===== src/rtl/rdbuf_pkg.sv =====
// Package: shared types for the radio data bit buffer.
// Assumes: the mode encoding follows the select pins {test, mode}.
package rdbuf_pkg;

    typedef enum logic [1:0] {
        OP_MASTER  = 2'b00,
        OP_SLAVE   = 2'b01,
        OP_STANDBY = 2'b10,
        OP_TEST    = 2'b11
    } op_mode_t;

endpackage


===== src/rtl/rdbuf_mode_dec.sv =====
// Module: decodes the two select pins into an operating mode and enables.
// Assumes: select pins are stable around the system clock edge.
module rdbuf_mode_dec
    import rdbuf_pkg::*;
(
    input  logic     sel_test_i,
    input  logic     sel_mode_i,
    output op_mode_t op_o,
    output logic     master_en_o,
    output logic     slave_en_o,
    output logic     osc_en_o
);

    // Map pin pair to mode and derive per-mode enables.
    always_comb begin
        op_o        = op_mode_t'({sel_test_i, sel_mode_i});
        master_en_o = (op_o == OP_MASTER);
        slave_en_o  = (op_o == OP_SLAVE);
        osc_en_o    = (op_o != OP_STANDBY);
    end

endmodule


===== src/rtl/rdbuf_fifo.sv =====
// Module: single-bit circular buffer with sticky overflow.
// Assumes: pop_i is only raised by the reader of the active mode; a write
// arriving while full is dropped even if a pop happens in the same cycle.
module rdbuf_fifo #(
    parameter int DEPTH = 128
) (
    input  logic clk,
    input  logic rst_n,
    input  logic clr_i,
    input  logic wr_i,
    input  logic din_i,
    input  logic pop_i,
    output logic head_o,
    output logic empty_o,
    output logic full_o,
    output logic ovf_o
);

    localparam int AW = (DEPTH > 1) ? $clog2(DEPTH) : 1;
    localparam int CW = $clog2(DEPTH + 1);
    localparam logic [AW-1:0] PTR_LAST = AW'(DEPTH - 1);
    localparam logic [CW-1:0] CNT_FULL = CW'(DEPTH);

    logic [DEPTH-1:0] mem_q;
    logic [AW-1:0]    wptr_q;
    logic [AW-1:0]    rptr_q;
    logic [CW-1:0]    cnt_q;
    logic             ovf_q;
    logic             do_wr;
    logic             do_rd;

    assign empty_o = (cnt_q == '0);
    assign full_o  = (cnt_q == CNT_FULL);
    assign head_o  = mem_q[rptr_q];
    assign ovf_o   = ovf_q;
    assign do_wr   = wr_i && !full_o && !clr_i;
    assign do_rd   = pop_i && !empty_o && !clr_i;

    // Storage array: written at the write pointer, never reset.
    always_ff @(posedge clk) begin
        if (do_wr) begin
            mem_q[wptr_q] <= din_i;
        end
    end

    // Pointers and fill count, wrapping at DEPTH.
    always_ff @(posedge clk) begin
        if (!rst_n || clr_i) begin
            wptr_q <= '0;
            rptr_q <= '0;
            cnt_q  <= '0;
        end else begin
            if (do_wr) begin
                wptr_q <= (wptr_q == PTR_LAST) ? '0 : wptr_q + 1'b1;
            end
            if (do_rd) begin
                rptr_q <= (rptr_q == PTR_LAST) ? '0 : rptr_q + 1'b1;
            end
            case ({do_wr, do_rd})
                2'b10:   cnt_q <= cnt_q + 1'b1;
                2'b01:   cnt_q <= cnt_q - 1'b1;
                default: cnt_q <= cnt_q;
            endcase
        end
    end

    // Sticky overflow: set on a dropped write, cleared only by clear.
    always_ff @(posedge clk) begin
        if (!rst_n || clr_i) begin
            ovf_q <= 1'b0;
        end else if (wr_i && full_o) begin
            ovf_q <= 1'b1;
        end
    end

    a_r6_count_bound: assert property (@(posedge clk) disable iff (!rst_n)
        cnt_q <= CNT_FULL);

    a_r6_ovf_sticky: assert property (@(posedge clk) disable iff (!rst_n)
        (ovf_q && !clr_i) |=> ovf_q);

    a_r6_full_drop: assert property (@(posedge clk) disable iff (!rst_n)
        (full_o && wr_i && !pop_i && !clr_i) |=> full_o);

    a_r3_pop_nonempty: assert property (@(posedge clk) disable iff (!rst_n)
        pop_i |-> !empty_o);

endmodule


===== src/rtl/rdbuf_slave_rd.sv =====
// Module: slave readout; synchronises the external read clock and pops one
// bit per rising edge onto a held data register.
// Assumes: each external clock phase lasts at least three system cycles.
module rdbuf_slave_rd (
    input  logic clk,
    input  logic rst_n,
    input  logic en_i,
    input  logic clr_i,
    input  logic rdclk_i,
    input  logic empty_i,
    input  logic head_i,
    output logic pop_o,
    output logic data_o
);

    logic [2:0] sync_q;
    logic       rise;
    logic       data_q;

    assign rise   = sync_q[1] && !sync_q[2];
    assign pop_o  = en_i && !clr_i && rise && !empty_i;
    assign data_o = data_q;

    // Two-flop synchroniser plus one delay stage for edge detection.
    always_ff @(posedge clk) begin
        if (!rst_n) begin
            sync_q <= '0;
        end else begin
            sync_q <= {sync_q[1:0], rdclk_i};
        end
    end

    // Output register: loads the buffer head on each accepted pop.
    always_ff @(posedge clk) begin
        if (!rst_n || clr_i) begin
            data_q <= 1'b0;
        end else if (pop_o) begin
            data_q <= head_i;
        end
    end

    a_r5_empty_hold: assert property (@(posedge clk) disable iff (!rst_n)
        (en_i && rise && empty_i && !clr_i) |=> $stable(data_o));

    a_r3_pop_loads: assert property (@(posedge clk) disable iff (!rst_n)
        pop_o |=> (data_o == $past(head_i)));

endmodule


===== src/rtl/rdbuf_master_tx.sv =====
// Module: master readout; generates a bit clock and presents each bit a half
// period ahead of the rising clock edge, back to back while data remains.
// Assumes: HALF_BIT >= 1 system cycle.
module rdbuf_master_tx #(
    parameter int HALF_BIT = 32
) (
    input  logic clk,
    input  logic rst_n,
    input  logic en_i,
    input  logic clr_i,
    input  logic empty_i,
    input  logic head_i,
    output logic pop_o,
    output logic data_o,
    output logic bclk_o
);

    localparam int CW = $clog2(2 * HALF_BIT);
    localparam logic [CW-1:0] HALF_V = CW'(HALF_BIT);
    localparam logic [CW-1:0] LAST_V = CW'(2 * HALF_BIT - 1);

    logic [CW-1:0] cnt_q;
    logic          run_q;
    logic          data_q;
    logic          start;
    logic          wrap;

    assign wrap   = run_q && (cnt_q == LAST_V);
    assign start  = en_i && !clr_i && !empty_i && (!run_q || wrap);
    assign pop_o  = start;
    assign data_o = data_q;
    assign bclk_o = run_q && (cnt_q >= HALF_V);

    // Bit-period sequencer: loads a bit at period start, stops when empty.
    always_ff @(posedge clk) begin
        if (!rst_n || !en_i || clr_i) begin
            run_q <= 1'b0;
            cnt_q <= '0;
        end else if (start) begin
            run_q <= 1'b1;
            cnt_q <= '0;
        end else if (wrap) begin
            run_q <= 1'b0;
            cnt_q <= '0;
        end else if (run_q) begin
            cnt_q <= cnt_q + 1'b1;
        end
    end

    // Data register: holds the bit for the whole period.
    always_ff @(posedge clk) begin
        if (!rst_n || clr_i) begin
            data_q <= 1'b0;
        end else if (start) begin
            data_q <= head_i;
        end
    end

    a_r8_data_held_high: assert property (@(posedge clk) disable iff (!rst_n)
        (bclk_o && $past(bclk_o)) |-> $stable(data_o));

    a_r8_load_low: assert property (@(posedge clk) disable iff (!rst_n)
        pop_o |=> !bclk_o);

endmodule


===== src/rtl/rdbuf_readout.sv =====
// Module: top of the bit buffer and readout. Routes the incoming bits into
// the buffer, selects master or slave readout, and drives the status pin.
// Assumes: mode changes happen while the master clock is idle or cleared.
module rdbuf_readout
    import rdbuf_pkg::*;
#(
    parameter int DEPTH    = 128,
    parameter int HALF_BIT = 32
) (
    input  logic clk,
    input  logic rst_n,
    input  logic clr_i,
    input  logic bit_valid_i,
    input  logic bit_data_i,
    input  logic sync_ok_i,
    input  logic sel_test_i,
    input  logic sel_mode_i,
    input  logic rdclk_i,
    output logic rdclk_o,
    output logic rdclk_oe_o,
    output logic rd_data_o,
    output logic stat_pull_o,
    output logic osc_en_o,
    output logic overflow_o
);

    op_mode_t op;
    logic     master_en;
    logic     slave_en;
    logic     fifo_head;
    logic     fifo_empty;
    logic     fifo_full;
    logic     m_pop;
    logic     s_pop;
    logic     m_data;
    logic     s_data;
    logic     m_bclk;
    logic     id_q;

    rdbuf_mode_dec u_dec (
        .sel_test_i  (sel_test_i),
        .sel_mode_i  (sel_mode_i),
        .op_o        (op),
        .master_en_o (master_en),
        .slave_en_o  (slave_en),
        .osc_en_o    (osc_en_o)
    );

    rdbuf_fifo #(.DEPTH(DEPTH)) u_fifo (
        .clk     (clk),
        .rst_n   (rst_n),
        .clr_i   (clr_i && slave_en),
        .wr_i    (bit_valid_i && (master_en || slave_en)),
        .din_i   (bit_data_i),
        .pop_i   (m_pop || s_pop),
        .head_o  (fifo_head),
        .empty_o (fifo_empty),
        .full_o  (fifo_full),
        .ovf_o   (overflow_o)
    );

    rdbuf_master_tx #(.HALF_BIT(HALF_BIT)) u_mtx (
        .clk     (clk),
        .rst_n   (rst_n),
        .en_i    (master_en),
        .clr_i   (clr_i),
        .empty_i (fifo_empty),
        .head_i  (fifo_head),
        .pop_o   (m_pop),
        .data_o  (m_data),
        .bclk_o  (m_bclk)
    );

    rdbuf_slave_rd u_srd (
        .clk     (clk),
        .rst_n   (rst_n),
        .en_i    (slave_en),
        .clr_i   (clr_i),
        .rdclk_i (rdclk_i),
        .empty_i (fifo_empty),
        .head_i  (fifo_head),
        .pop_o   (s_pop),
        .data_o  (s_data)
    );

    // Sticky sync indication, set by the sync flag, cleared by clear.
    always_ff @(posedge clk) begin
        if (!rst_n || clr_i) begin
            id_q <= 1'b0;
        end else if (sync_ok_i && osc_en_o) begin
            id_q <= 1'b1;
        end
    end

    // Output routing per operating mode.
    always_comb begin
        rdclk_oe_o = master_en;
        rdclk_o    = m_bclk;
        case (op)
            OP_MASTER: begin
                rd_data_o   = m_data;
                stat_pull_o = id_q;
            end
            OP_SLAVE: begin
                rd_data_o   = s_data;
                stat_pull_o = !fifo_empty;
            end
            default: begin
                rd_data_o   = 1'b0;
                stat_pull_o = 1'b0;
            end
        endcase
    end

    a_r2_clk_needs_oe: assert property (@(posedge clk) disable iff (!rst_n)
        rdclk_o |-> rdclk_oe_o);

    a_r11_no_clock_off_master: assert property (@(posedge clk) disable iff (!rst_n)
        !master_en |=> !rdclk_o);

    a_r7_clear_releases: assert property (@(posedge clk) disable iff (!rst_n)
        clr_i |=> !stat_pull_o);

    a_r3_single_reader: assert property (@(posedge clk) disable iff (!rst_n)
        !(m_pop && s_pop));

    a_r6_full_flag: assert property (@(posedge clk) disable iff (!rst_n)
        (fifo_full && bit_valid_i && slave_en && !clr_i) |=> overflow_o);

endmodule


===== config.mk =====
export PLATFORM = sky130hd
export DESIGN_NAME = rdbuf_readout
export DESIGN_NICKNAME = d
export VERILOG_FILES = /design/src/rtl/rdbuf_pkg.sv /design/src/rtl/rdbuf_mode_dec.sv /design/src/rtl/rdbuf_fifo.sv /design/src/rtl/rdbuf_slave_rd.sv /design/src/rtl/rdbuf_master_tx.sv /design/src/rtl/rdbuf_readout.sv
export SDC_FILE = /design/constraint.sdc
export NUM_CORES = 1
export LEC_CHECK = 0
export BUFFER_PORTS_ARGS = -buffer_cell sky130_fd_sc_hd__buf_2
export CORE_AREA = 5 5 83 162
export CTS_CLUSTER_SIZE = 8
export DETAILED_ROUTE_END_ITERATION = 12
export DIE_AREA = 0 0 88 167
export PLACE_DENSITY = 0.81
export SETUP_SLACK_MARGIN = 0.2
export SYNTH_ARGS = -nofsm -noshare
export SYNTH_HDL_FRONTEND = slang
export SYNTH_SLANG_ARGS = --single-unit

===== constraint.sdc =====
create_clock -name clk -period 6.2 [get_ports clk]
set_clock_uncertainty 0.2 [all_clocks]
set_input_delay 1.24 -clock clk [delete_from_list [all_inputs] [get_ports clk]]
set_output_delay 1.24 -clock clk [all_outputs]
set_load 0.02 [all_outputs]

* Yosys cells after proc, flatten, opt, wreduce, memory -nomap -nowiden
Index checks and enable logic that the tools add are counted.
Word-level totals: flip-flop bits (word level) 164, output and inout port bits 6
Cells by class: add/subtract/negate cells 5, order comparisons 4, eq/ne operators 8, mux-type cells 12, reduce and logical (&&, ||, !) cells 38
Operator list (count):
- $bwmux 128 | 1
- $logic_and 1x1->1 | 18
- $lt 7x8->1 const B | 2
- $pmux 8 s2 | 1
- $add 7x1->7 const B | 2
- $eq 7x7->1 const B | 2
- $mux 7 | 2
- $add 8x1->8 const B | 1
- $eq 8x8->1 const B | 1
- $logic_not 1->1 | 8
- $logic_not 8->1 | 1
- $sub 8x1->8 const B | 1
- $bmux 1 s7 | 1
- $demux 1 s7 | 1
- $ge 7x1->1 const B | 1
- $logic_or 1x1->1 | 7
- $add 6x1->6 const B | 1
- $eq 6x6->1 const B | 1
- $ge 6x6->1 const B | 1
- $eq 2x1->1 const B | 2
- $mux 1 | 4
- $pmux 1 s2 | 2
- $reduce_bool 2->1 | 2
- $reduce_or 3->1 | 1
- other kinds (3) | 3

* Depth between registers and ports, before layout
depth in word-level cells 9, gate-level depth with buffers 16, gate-level depth less buffers 15

* Hierarchy
Synthesis repeated with hierarchy kept, for this count alone.
Second synthesis, totals: cell total of the unflattened synthesis 628, area total of the unflattened synthesis 7736.2 µm²
Modules (own cells, without submodules):
- rdbuf_fifo | instances 1, cells each 550, area each 7005.5 µm², seq. area each 4304.1 µm²
- rdbuf_master_tx | instances 1, cells each 51, area each 464.2 µm², seq. area each 160.2 µm²
- rdbuf_slave_rd | instances 1, cells each 12, area each 155.1 µm², seq. area each 80.1 µm²
- rdbuf_readout | instances 1, cells each 10, area each 77.6 µm², seq. area each 20.0 µm²
- rdbuf_mode_dec | instances 1, cells each 5, area each 33.8 µm², seq. area each 0.0 µm²

* Worst setup path before layout
No wires, ideal clock.
kind input to register, start input sel_mode_i, end register u_fifo.cnt_q[7], setup time 0.058 ns, arrival 4.182 ns, slack 1.760 ns, stages 15, cell sequence buf_6 > nand2_1 > o21ai_0 > or4_1 > clkbuf_1 > inv_1 > ha_1 > ha_1 > a21o_1 > a21oi_1 > o21bai_1 > a2111oi_0 > o21ai_0 > a211oi_1 > a31o_2
On the way: cells in the longest elaborated chain, start to end 9, elaborated cells between the ends (all ways) 22, those cells by class 3 x eq/ne; 1 x mux; 18 x reduce/logical
Ends and longest elaborated chain:
- start: declaration | line rdbuf_readout.sv:17 | input logic sel_mode_i,
- $eq 2x1->1 or $logic_not 2->1 (tied branches) | line rdbuf_mode_dec.sv:18, rdbuf_mode_dec.sv:17
- $logic_and 1x1->1 (on tied branches) (3 in series) | line rdbuf_slave_rd.sv:21, rdbuf_master_tx.sv:29
- $logic_or 1x1->1 | line rdbuf_readout.sv:55 | .pop_i (m_pop || s_pop),
- $logic_and 1x1->1 | line rdbuf_fifo.sv:37 | assign do_rd = pop_i && !empty_o && !clr_i;
- $logic_and 1x1->1 (*) | line rdbuf_fifo.sv:37
- via u_fifo.do_rd | line rdbuf_fifo.sv:30 | logic do_rd;
- $eq 2x1->1 or $eq 2x2->1 (tied branches) | line rdbuf_fifo.sv:59 | case ({do_wr, do_rd})
- $pmux 8 s2 or $reduce_bool 2->1 (tied branches)
- end signal: assignment | line rdbuf_fifo.sv:60 | 2'b10: cnt_q <= cnt_q + 1'b1;
- end signal: assignment | line rdbuf_fifo.sv:61 | 2'b01: cnt_q <= cnt_q - 1'b1;
- end signal: assignment | line rdbuf_fifo.sv:62 | default: cnt_q <= cnt_q;
- end: declaration | line rdbuf_fifo.sv:27 | logic [CW-1:0] cnt_q;
Mark *: on every way through the listed nets, which the timed path passes. The rest lies on a longest branch. A chain may end at the register's enable or synchronous reset.

* Worst setup path in the final report
Same ends and word-level chain as after synthesis.

==> results.md <==
* H-tree depth at 4
* Vias at 4935
* IR drop worst, VDD at 0.231 mV
* Crit path time final at 4.58 ns
* Ranking of synthesized cells by area: edfxtp_1, dfxtp_1, nor2_1, mux4_1, mux4_2
* Top-area cell type share of the netlist area at 50.3%
* HP Class: register to register
* Post-Place Cells at 735
* CTS-repair resized insts at 0
* Yosys warns at 0
* Worst Hold Margin at 0.240 ns
* Synthesized flop and latch total at 164
* # DRC at 0
* CTS Buf Count at 17
* Pwr Density at 274 nW/um2
* Antenna diodes at 0
* RSZ-0062 raised after global routing: no
* Worst path arrival time at 4.75 ns
* Avg WL per Cell at 21.2 um
* PortBufs at 14
* Gr busiest metal: met2
* Crit path cell chain: buf_2 > nand2_1 > o21ai_0 > or4_1 > inv_1 > ha_1 > ha_1 > a21o_1 > a21oi_1 > o21bai_1 > a2111oi_0 > o21ai_0 > a211oi_1 > a31o_2
* Outcome: finished clean
* CTS sink count at 164
* First-pass GRT wire length at 25900 um
* CTS Hold Bufs at 0
* Routed wire length at 16200 um
* Async SR Flop Fraction at 0%
* Fraction of the mapped netlist area in adder cells at 2.06%
* Clk_lat worst skew at 0.42 ns
* WP data required at 6.37 ns
* FILL cells at 827
* Reg clk slew, reported paths at 0.06 ns
* CTS tree: done
* Largest net degree at the start of global routing at 129
* Ports at 15
* Distinct cells, synth at 54
* Core footprint at 12100 um2
* Largest family of logic cells by synthesized area: simple AND/OR/NAND/NOR gates
* Worst-path fanout max at 9
* Total grt overflow at 0
* Worst-Margin Slew at 1.06 ns
* Dpl hpwl at 10400 um
* Fmax at 0.218 GHz
* Critical path's slowest cell: or4_1
* Synth Area in XOR/XNOR at 2.06%
* Met1 Use GR at 25.4%
* Synth area leader: edfxtp_1
* Post-route ant nets at 0
* Nets@finish at 628
* Critical path type: input pin to register
* Register Area at 4570 um2
* Setup Total Neg Slack at 0 ns
* Max cap viols at 0
* Leakage at 0.00265 uW
* Die W at 88 um
* Buffers inserted during post-CTS setup optimization at 0
* Full die area at 14700 um2
* Mux cell area share after synthesis at 12.4%
* Share of layout cells above drive strength 1 at 10.8%
* Main flop type after synthesis: edfxtp_1
* Final Instance Area at 8210 um2
* Final Hold Fails at 0
* Sequential area share after synthesis at 59.8%
* Total Routing Usage GR at 23.6%
* EDFF count, synth at 128
* Area grow syn2layout at 7.49%
* CP max stage delay at 0.60 ns
* Clk root buf: clkbuf_16
* Area of the multi-input gates at 2770 um2
* Post-synthesis simple-gate area fraction at 15.3%
* Fin util at 68.1%
* Headroom to the max-slew limit at 29.4%
* Period utilisation layout at 73.9%
* DRT iter0 DRCs at 461
* Final Wtd Congestion at 0.838
* Vias in the first global route at 5101
* Die Y at 167 um
* M3 GR Usage at 5.34%
* CP endpoint kind: register
* Syn avg cell area at 12.7 um2
* Setup Viol. Count Final at 0
* Drt first pass iters at 6
* Placed Area at 7650 um2
* Num rows at 57
* CTS Buffer Depth at 2
* Vias per cell at 6.43
* Netlist Area Pre-Place at 7640 um2
* Final slew viol count at 0
* Non-filler cells, final at 767
* Syn Nets at 622
* Setup crit start kind: input pin
* Initial Utilization at 63.4%
* Initial antenna violation count at 0
* Complex-gate fraction of the synthesized area at 4.44%
* GR Layer Usage met2 at 41.2%
* Synth Instances at 601
final timing paths:
| path | endpoint | cells past startpoint | slack, ns | startpoint |
|---|---|---|---|---|
| worst min-delay path | u_srd.sync_q[1]$_SDFF_PN0_ | 1 | 0.24 | u_srd.sync_q[0]$_SDFF_PN0_ |
| worst max register to register | u_fifo.cnt_q[7]$_SDFFE_PP0P_ | 15 | 1.64 | u_mtx.cnt_q[0]$_SDFFE_PP0P_ |
| worst max-delay path | u_fifo.cnt_q[7]$_SDFFE_PP0P_ | 14 | 1.62 | sel_mode_i |
| worst min register to register | u_srd.sync_q[1]$_SDFF_PN0_ | 1 | 0.24 | u_srd.sync_q[0]$_SDFF_PN0_ |
critical path, delay by kind of cell:
family | cells | cell delay [ns]
AO/OA/AOI/OAI | 8 | 1.72
adder cells (fa/ha/maj) | 2 | 0.72
buffers and inverters | 2 | 0.40
AND/OR/NAND/NOR | 2 | 0.67
final cells by class:
cell class | instances | area share (%)
sequential | 164 | 55.6
inverter | 10 | 0.457
clock inverter | 14 | 1.55
tap | 147 | 2.24
clock buffer | 18 | 5.23
multi-input combinational | 397 | 33.8
timing repair buffer | 17 | 1.13
stage by stage:
stage / power, uW / setup WS (ns)
after floorplan: 1260 / 1.76
after global placement: 1280 / 1.41
after detailed placement: 1290 / 1.28
after CTS: 2260 / 1.70
after global routing: 2330 / 1.29
final: 2250 / 1.62
kinds of logic (layout without fill, tap and decap cells):
group	Yosys count	count (layout)
simple gates	267	267
flops	164	164
compound gates	52	52
mux	48	48
buf+inv	40	59
xor+xnor	18	18
fa+ha+maj	12	12
placed cells by master, fill, tap and decap left out, types with 14 or more instances in the layout:
master and instances:
nor2_1 173, edfxtp_1 128, dfxtp_1 35, nand2_1 30
mux4_1 21, mux2i_1 17, clkbuf_16 17, nand3_1 16
a21oi_1 16, buf_2 14
per-layer routing:
layer	part of all wire, %	up-vias
met2	55	227
met4	5.4	0
met1	34	2438
li1	-	2203
met5	0	-
met3	5.6	67
sequential cells by signal (all words and copies together) (netlist names):
| register | flops |
|---|---|
| u_fifo.mem_q | 128 |
| u_fifo.cnt_q | 8 |
| u_fifo.rptr_q | 7 |
| u_fifo.wptr_q | 7 |
| u_mtx.cnt_q | 6 |
| u_srd.sync_q | 3 |
| id_q | 1 |
| u_fifo.ovf_o | 1 |
| u_mtx.data_o | 1 |
| u_mtx.run_q | 1 |
| u_srd.data_o | 1 |
cell usage after synthesis (4+ instances only):
| master | number |
|---|---|
| xnor2_1 | 9 |
| mux2i_1 | 17 |
| nand3_1 | 16 |
| clkbuf_8 | 7 |
| edfxtp_1 | 128 |
| buf_2 | 5 |
| xor2_1 | 9 |
| o21ai_0 | 10 |
| mux4_1 | 21 |
| ha_1 | 11 |
| clkbuf_1 | 9 |
| and2_1 | 4 |
| nand4_1 | 4 |
| nor3_1 | 5 |
| dfxtp_1 | 36 |
| nor2b_1 | 11 |
| a22oi_1 | 5 |
| a21oi_1 | 16 |
| nor3b_1 | 4 |
| inv_1 | 9 |
| nand2_1 | 30 |
| mux4_2 | 10 |
| nor2_1 | 173 |
| buf_6 | 4 |
power breakdown:
group | switching [uW] | internal [uW]
registers | 4.67 | 1190
clock network | 429 | 556
logic | 47.7 | 23.8
Power figures use the tool's default switching activity.
